$ cat config.mk
export PLATFORM = sky130hd
export DESIGN_NAME = sync_eval
export DESIGN_NICKNAME = d
export VERILOG_FILES = /design/src/rtl/sync_eval_pkg.sv /design/src/rtl/sync_tick_gen.sv /design/src/rtl/sync_glitch_filter.sv /design/src/rtl/sync_pol_detect.sv /design/src/rtl/sync_evt_counter.sv /design/src/rtl/sync_eval.sv
export SDC_FILE = /design/constraint.sdc
export NUM_CORES = 1
export LEC_CHECK = 0
export BUFFER_PORTS_ARGS = -buffer_cell sky130_fd_sc_hd__buf_2
export CAP_MARGIN = 20
export CORE_MARGIN = 2
export CORE_UTILIZATION = 60
export CTS_CLUSTER_DIAMETER = 150
export DETAILED_ROUTE_END_ITERATION = 6
export GPL_ROUTABILITY_DRIVEN = 0
export PLACE_DENSITY = 0.76
export SETUP_SLACK_MARGIN = 0.4
export SYNTH_ARGS = -nofsm -noshare
export SYNTH_HDL_FRONTEND = slang
export SYNTH_SLANG_ARGS = --single-unit
$ cat constraint.sdc
create_clock -name clk_i -period 2.7 [get_ports clk_i]
set_input_delay 0.135 -clock clk_i [delete_from_list [all_inputs] [get_ports clk_i]]
set_output_delay 0.135 -clock clk_i [all_outputs]
set_load 0.05 [all_outputs]
$ cat src/rtl/sync_eval_pkg.sv
package sync_eval_pkg;
  typedef enum logic {POL_NEG = 1'b0, POL_POS = 1'b1} sync_pol_e;
  localparam int CH_V = 0;
  localparam int CH_H = 1;
  localparam int N_CH = 2;
endpackage

$ cat src/rtl/sync_tick_gen.sv
module sync_tick_gen #(
  parameter int CLK_PER_US = 8,
  parameter int VTICK_US   = 8,
  parameter int HWIN_TICKS = 1024
) (
  input  logic clk_i,
  input  logic rst_ni,
  output logic tick_o,
  output logic win_end_o
);
  localparam int US_W  = (CLK_PER_US > 1) ? $clog2(CLK_PER_US) : 1;
  localparam int VT_W  = (VTICK_US > 1)   ? $clog2(VTICK_US)   : 1;
  localparam int WIN_W = (HWIN_TICKS > 1) ? $clog2(HWIN_TICKS) : 1;

  logic [US_W-1:0]  us_q;
  logic [VT_W-1:0]  vt_q;
  logic [WIN_W-1:0] win_q;
  logic us_last, vt_last, win_last;

  assign us_last   = (us_q == US_W'(CLK_PER_US - 1));
  assign vt_last   = (vt_q == VT_W'(VTICK_US - 1));
  assign win_last  = (win_q == WIN_W'(HWIN_TICKS - 1));
  assign tick_o    = us_last && vt_last;
  assign win_end_o = tick_o && win_last;

  always_ff @(posedge clk_i or negedge rst_ni) begin
    if (!rst_ni) begin
      us_q  <= '0;
      vt_q  <= '0;
      win_q <= '0;
    end else begin
      us_q <= us_last ? '0 : us_q + 1'b1;
      if (us_last) vt_q <= vt_last ? '0 : vt_q + 1'b1;
      if (tick_o) win_q <= win_last ? '0 : win_q + 1'b1;
    end
  end

  AST_TICK_GAP: assert property (@(posedge clk_i) disable iff (!rst_ni)
    ((CLK_PER_US * VTICK_US > 1) && tick_o) |=> !tick_o);
endmodule

$ cat src/rtl/sync_glitch_filter.sv
module sync_glitch_filter #(
  parameter int FILT_LEN = 3
) (
  input  logic clk_i,
  input  logic rst_ni,
  input  logic sig_i,
  output logic sig_o
);
  localparam int CW = $clog2(FILT_LEN + 1);

  logic [CW-1:0] run_q;
  logic          out_q;

  always_ff @(posedge clk_i or negedge rst_ni) begin
    if (!rst_ni) begin
      run_q <= '0;
      out_q <= 1'b0;
    end else if (sig_i != out_q) begin
      if (run_q == CW'(FILT_LEN - 1)) begin
        out_q <= sig_i;
        run_q <= '0;
      end else begin
        run_q <= run_q + 1'b1;
      end
    end else begin
      run_q <= '0;
    end
  end

  assign sig_o = out_q;

  AST_FILT_FOLLOWS: assert property (@(posedge clk_i) disable iff (!rst_ni)
    !$stable(out_q) |-> ($past(sig_i) == out_q));
endmodule

$ cat src/rtl/sync_pol_detect.sv
module sync_pol_detect
  import sync_eval_pkg::*;
#(
  parameter int POL_W = 16
) (
  input  logic clk_i,
  input  logic rst_ni,
  input  logic sig_i,
  output logic pol_o
);
  logic [POL_W-1:0] run_q, hi_len_q;
  logic sig_q, seen_rise_q, hi_ok_q;
  sync_pol_e last_q, pol_q;
  sync_pol_e verdict;
  logic rise, fall;

  assign rise    = sig_i && !sig_q;
  assign fall    = !sig_i && sig_q;
  // short high phase => positive pulses
  assign verdict = (hi_len_q < run_q) ? POL_POS : POL_NEG;

  always_ff @(posedge clk_i or negedge rst_ni) begin
    if (!rst_ni) begin
      sig_q       <= 1'b0;
      run_q       <= '0;
      hi_len_q    <= '0;
      seen_rise_q <= 1'b0;
      hi_ok_q     <= 1'b0;
      last_q      <= POL_NEG;
      pol_q       <= POL_NEG;
    end else begin
      sig_q <= sig_i;
      if (rise || fall) run_q <= POL_W'(1);
      else if (!(&run_q)) run_q <= run_q + 1'b1;
      if (fall && seen_rise_q) begin
        hi_len_q <= run_q;
        hi_ok_q  <= 1'b1;
      end
      if (rise) begin
        seen_rise_q <= 1'b1;
        if (hi_ok_q) begin
          last_q <= verdict;
          if (verdict == last_q) pol_q <= verdict;
        end
      end
    end
  end

  assign pol_o = pol_q;

  AST_POL_HOLD: assert property (@(posedge clk_i) disable iff (!rst_ni)
    !rise |=> $stable(pol_q));
endmodule

$ cat src/rtl/sync_evt_counter.sv
module sync_evt_counter #(
  parameter int CNT_W = 12
) (
  input  logic             clk_i,
  input  logic             rst_ni,
  input  logic             inc_i,
  input  logic             latch_i,
  input  logic             clr_ovf_i,
  output logic [CNT_W-1:0] res_o,
  output logic             ovf_o,
  output logic             latched_o
);
  logic [CNT_W-1:0] cnt_q, cnt_nxt;
  logic at_max;

  assign at_max  = &cnt_q;
  assign cnt_nxt = (inc_i && !at_max) ? cnt_q + 1'b1 : cnt_q;

  always_ff @(posedge clk_i or negedge rst_ni) begin
    if (!rst_ni) begin
      cnt_q     <= '0;
      res_o     <= '0;
      ovf_o     <= 1'b0;
      latched_o <= 1'b0;
    end else begin
      latched_o <= latch_i;
      if (latch_i) begin
        res_o <= cnt_nxt;
        cnt_q <= '0;
      end else begin
        cnt_q <= cnt_nxt;
      end
      if (inc_i && at_max) ovf_o <= 1'b1;
      else if (clr_ovf_i)  ovf_o <= 1'b0;
    end
  end

  AST_CNT_RESTART: assert property (@(posedge clk_i) disable iff (!rst_ni)
    latch_i |=> (cnt_q == '0));
  AST_OVF_SET: assert property (@(posedge clk_i) disable iff (!rst_ni)
    (inc_i && at_max) |=> ovf_o);
  AST_OVF_STICKY: assert property (@(posedge clk_i) disable iff (!rst_ni)
    (ovf_o && !clr_ovf_i) |=> ovf_o);
  AST_ONE_PULSE: assert property (@(posedge clk_i) disable iff (!rst_ni)
    latched_o |-> (res_o == $past(cnt_nxt)));
endmodule

$ cat src/rtl/sync_eval.sv
module sync_eval
  import sync_eval_pkg::*;
#(
  parameter int CLK_PER_US = 8,
  parameter int VTICK_US   = 8,
  parameter int HWIN_TICKS = 1024,
  parameter int CNT_W      = 12,
  parameter int FILT_LEN   = 3,
  parameter int EXT_CYC    = 160,
  parameter int POL_W      = 16
) (
  input  logic             clk_i,
  input  logic             rst_ni,
  input  logic             hsync_i,
  input  logic             vsync_i,
  input  logic             comp_mode_i,
  input  logic             clr_hovf_i,
  input  logic             clr_vovf_i,
  output logic             hpol_o,
  output logic             vpol_o,
  output logic [CNT_W-1:0] vcnt_o,
  output logic [CNT_W-1:0] hcnt_o,
  output logic             hovf_o,
  output logic             vovf_o,
  output logic             vint_o
);
  localparam int EXT_W = $clog2(EXT_CYC + 1);

  logic tick, win_end;
  logic [N_CH-1:0] raw, filt, pol;

  assign raw[CH_V] = vsync_i;
  assign raw[CH_H] = hsync_i;

  sync_tick_gen #(
    .CLK_PER_US(CLK_PER_US), .VTICK_US(VTICK_US), .HWIN_TICKS(HWIN_TICKS)
  ) u_tick (
    .clk_i(clk_i), .rst_ni(rst_ni), .tick_o(tick), .win_end_o(win_end)
  );

  for (genvar c = 0; c < N_CH; c++) begin : g_ch
    sync_glitch_filter #(.FILT_LEN(FILT_LEN)) u_filt (
      .clk_i(clk_i), .rst_ni(rst_ni), .sig_i(raw[c]), .sig_o(filt[c])
    );
    sync_pol_detect #(.POL_W(POL_W)) u_pol (
      .clk_i(clk_i), .rst_ni(rst_ni), .sig_i(filt[c]), .pol_o(pol[c])
    );
  end

  assign vpol_o = pol[CH_V];
  assign hpol_o = pol[CH_H];

  // pulse-normalised levels: 1 while inside a sync pulse
  logic h_in_pulse, v_in_pulse;
  assign h_in_pulse = (filt[CH_H] == pol[CH_H]);
  assign v_in_pulse = (filt[CH_V] == pol[CH_V]);

  // composite extraction: long stay at the horizontal pulse level
  logic [EXT_W-1:0] ext_run_q;
  logic ext_v;
  always_ff @(posedge clk_i or negedge rst_ni) begin
    if (!rst_ni) ext_run_q <= '0;
    else if (!h_in_pulse) ext_run_q <= '0;
    else if (ext_run_q != EXT_W'(EXT_CYC)) ext_run_q <= ext_run_q + 1'b1;
  end
  assign ext_v = (ext_run_q == EXT_W'(EXT_CYC));

  logic v_src, v_src_q, h_src_q, v_edge, h_edge;
  assign v_src = comp_mode_i ? ext_v : v_in_pulse;

  always_ff @(posedge clk_i or negedge rst_ni) begin
    if (!rst_ni) begin
      v_src_q <= 1'b0;
      h_src_q <= 1'b0;
    end else begin
      v_src_q <= v_src;
      h_src_q <= h_in_pulse;
    end
  end

  assign v_edge = v_src && !v_src_q;
  assign h_edge = h_in_pulse && !h_src_q;

  sync_evt_counter #(.CNT_W(CNT_W)) u_vcnt (
    .clk_i(clk_i), .rst_ni(rst_ni), .inc_i(tick), .latch_i(v_edge),
    .clr_ovf_i(clr_vovf_i), .res_o(vcnt_o), .ovf_o(vovf_o), .latched_o(vint_o)
  );

  logic h_latched;
  sync_evt_counter #(.CNT_W(CNT_W)) u_hcnt (
    .clk_i(clk_i), .rst_ni(rst_ni), .inc_i(h_edge), .latch_i(win_end),
    .clr_ovf_i(clr_hovf_i), .res_o(hcnt_o), .ovf_o(hovf_o), .latched_o(h_latched)
  );

  AST_EXT_DROP: assert property (@(posedge clk_i) disable iff (!rst_ni)
    !h_in_pulse |=> !ext_v);
  AST_HCNT_WINDOW: assert property (@(posedge clk_i) disable iff (!rst_ni)
    !h_latched |-> $stable(hcnt_o));
  AST_VINT_SINGLE: assert property (@(posedge clk_i) disable iff (!rst_ni)
    vint_o |=> !vint_o);
endmodule

==> summary.txt <==
Status
  – Status: complete, no violations

Clocking
  – Clk_lat worst skew: 420 ps
  – CTS clock-pin slew for the worst setup and hold paths: 60 ps
  – H-Tree Depth: 4
  – Worst-case clock buffer depth: 2
  – Sink Count: approximately 160
  – CTS Buf Count: 17
  – CTS tree: done
  – Clk root buf: clkbuf_16

Floorplanning
  – Total core area: 12,520 sq um
  – Top-Level Pins: 36
  – Initial Utilization: 60.75%
  – Die Y: 116.6 um
  – Die width: 116.6 um
  – Die ar.: roughly 14,000 sq um
  – Rows: 41

Timing
  – Worst Clk Skew: 8.159 ps
  – Fin. Hold Viols: 0
  – F_max: 455.9 MHz
  – Final min period: 2193 ps
  – Worst Tran Pin Value: 608.1 ps
  – Final Cycle Share: 81.23%
  – RSZ-0062 raised after global routing: yes
  – Slew headroom: 59.36%
  – Setup Total Neg Slack: 0 ps
  – Max-slew violation count: 0
  – Final setup viols: 0

Layout
  – Nets: 876
  – Leading cell types in the layout, fill and taps excluded: 157 x dfrtp_1, 101 x nand2_1, 65 x nor2_1, 48 x inv_1, 47 x o21ai_0
  – N_diodes: 0
  – Area Overhead vs Synth: 14.51%
  – Post-Route Utilization: 69.56%
  – Share of cells above drive strength 1: between 10% and 20%
  – Most common cell after layout, fill and taps aside: dfrtp_1

Placed design
  – DP HPWL: 10,470 um
  – # port buffers: 35

Power and ir drop
  – Switching Power: 2.159 mW
  – Clock Power Share: ~36%
  – Combinational power share: 22.7%
  – Peak supply drop: 459.8 uV
  – P per Cell Area: 802.0 nW/um^2
  – Int Pwr: a little under 5 mW
  – Flop pwr share: 41.2%
  – LEAKAGE: 3.919 nW
  – Switch share: 30.91%

Yosys
  – YS warnings: 0
  – Syn Nets: 826
  – Ys flop type: dfrtp_1
  – Mapped cell area: 7604 sq um
  – Synth Register Bits: ~160
  – Post-synth cell types: 57
  – Post-synthesis average cell area: 9.824 sq um
  – Post-synth ARST share: 100.0%
  – Cell count after synthesis: 774
  – Post-synthesis sequential area ratio: between 50% and 60%
  – Post-synth EDFFs: 0

Setup path
  – Worst path max stage delay: 550 ps
  – Crit Path Max Fanout: 4
  – Setup crit start kind: flop
  – Crit. End Element: flop
  – WS Path Type: reg2reg
  – Highest-delay cell along the critical path: or4_4
  – Crit path cell chain: inv_1 -> ha_1 -> nand4_1 -> or3_1 -> or4_4 -> nand4_1 -> o211ai_1
  – Worst endpoint required time: 3000 ps
  – CP most frequent cell: nand4_1
  – Worst Path Arrival: 2490 ps

GRT
  – Gr usage total: 24.15%
  – Vias in the first global route: 5,686
  – Initial antenna violation count: 0
  – Largest net degree at the start of global routing: 66
  – Overflow after GRT: 0
  – Global-route wire length before repair: 26,060 um

Drt
  – 1st-iter DRT viols: 525
  – First-pass DRT Iterations: 6
  – DRC: 0
  – Vias post-DR: 5,769
  – Via/cell ratio: roughly 5.7
  – WL/cell: 15.01 um
  – Total Routed Length: approximately 15,000 um
  – ANT nets after route: 0

Flow run
  – MaxCap Viol Count: 0

Worst hold path
  – Hold Crit Class: in2async
==> cell families after synthesis <==
group	count (synthesis)	share of synthesized area [%]
AND/OR/NAND/NOR	316	20.62
adder cells (fa/ha/maj)	45	7.405
buffers and inverters	69	3.505
flip-flops	157	51.67
AO/OA/AOI/OAI	131	10.02
XOR/XNOR	41	4.723
multiplexers	15	2.057
==> synth_stat cells (all sizes together) (11+ instances only) <==
cell / n / share of area, %
dfrtp: 157 / 52
nand2: 102 / 5.0
o21ai: 76 / 5.0
nor2: 66 / 3.4
inv: 49 / 2.4
ha: 45 / 7.4
nand3: 40 / 2.8
xnor2: 25 / 2.9
a21oi: 23 / 1.5
nand4: 23 / 1.9
nor3: 22 / 1.5
xor2: 16 / 1.8
clkbuf: 13 / 0.64
nor4: 11 / 0.99
==> worst max-delay path: cells and delay by family, from the launching register on <==
kind	cells	cell delay, ps
AND/OR/NAND/NOR	4	1200
flip-flops	1	380
adder cells (fa/ha/maj)	1	320
buffers and inverters	1	90
AO/OA/AOI/OAI	1	80
==> what timing repair did <==
item	in CTS	in global routing
hold endpoints to repair	67	0
endpoints found under the setup margin	10	5
hold buffers	6	0
setup buffers	0	1
gates resized for setup	1	1
==> per-stage QoR <==
| step | setup slack [ps] | hold slack [ps] | instances | cell area (sq um) | power, mW |
|---|---|---|---|---|---|
| final | 506.7 | 280.7 | 1009 | 8707 | 6.983 |
| after global routing | 384.2 | 346.2 | 1009 | 8707 | 7.394 |
| after CTS | 506.9 | 297.1 | 1008 | 8697 | 7.020 |
| after detailed placement | 365.7 | 168.8 | 970 | 8000 | 4.470 |
| after global placement | 505.3 | 157.0 | 970 | 8000 | 4.389 |
| after floorplan | 643.3 | -160.6 | 774 | 7604 | 4.032 |
==> state kept, by name (all words and copies together) (netlist names), 3 cells and up <==
name                 count
g_ch.u_pol.hi_len_q     32
u_tick.win_q            10
u_vcnt.res_o            12
g_ch.u_pol.run_q        32
ext_run_q                8
u_tick.vt_q              3
u_tick.us_q              3
g_ch.u_filt.run_q        4
u_hcnt.cnt_q            12
u_vcnt.cnt_q            12
u_hcnt.res_o            12
==> final cells by class <==
type,instances,area [sq um]
flip-flops and latches,157,3929
clock inverters,5,100.1
fillers,947,3810
well taps,172,215.2
multi-input cells,548,3421
inverters,50,187.7
clock buffers,27,533.0
repair buffers,50,321.6
==> power groups by stage <==
stage | Combinational (mW) | Sequential, mW | Clock, mW
6_report | 1.59 | 2.88 | 2.52
5_1_grt | 1.81 | 2.92 | 2.66
4_1_cts | 1.60 | 2.87 | 2.55
3_5_place_dp | 1.56 | 2.91 | 0
3_3_place_gp | 1.50 | 2.89 | 0
2_1_floorplan | 1.12 | 2.92 | 0
==> layer usage <==
layer  vias up  share of wire, %  track usage [%]
li1       2803                 -                -
met1      2784                44            29.84
met2       150                50            42.02
met3        32               4.1            5.293
met4         0               1.9            8.549
met5         -                 0                0
==> final timing paths <==
kind                                              start                          to  slack, ps  cells past startpoint
worst max-delay path            g_ch[1].u_pol.run_q[15]         g_ch[1].u_pol.pol_o        510                      7
worst min-delay path                             rst_ni             u_vcnt.res_o[8]        280                      2
worst max register to register  g_ch[1].u_pol.run_q[15]         g_ch[1].u_pol.pol_o        510                      7
worst min register to register  g_ch[0].u_filt.run_q[0]     g_ch[0].u_filt.run_q[0]        430                      1
max in group asynchronous                        rst_ni  g_ch[1].u_pol.hi_len_q[15]       1710                      3
min in group clk_i              g_ch[0].u_filt.run_q[0]     g_ch[0].u_filt.run_q[0]        430                      1
No activity file was read; power rests on OpenSTA's default activity.
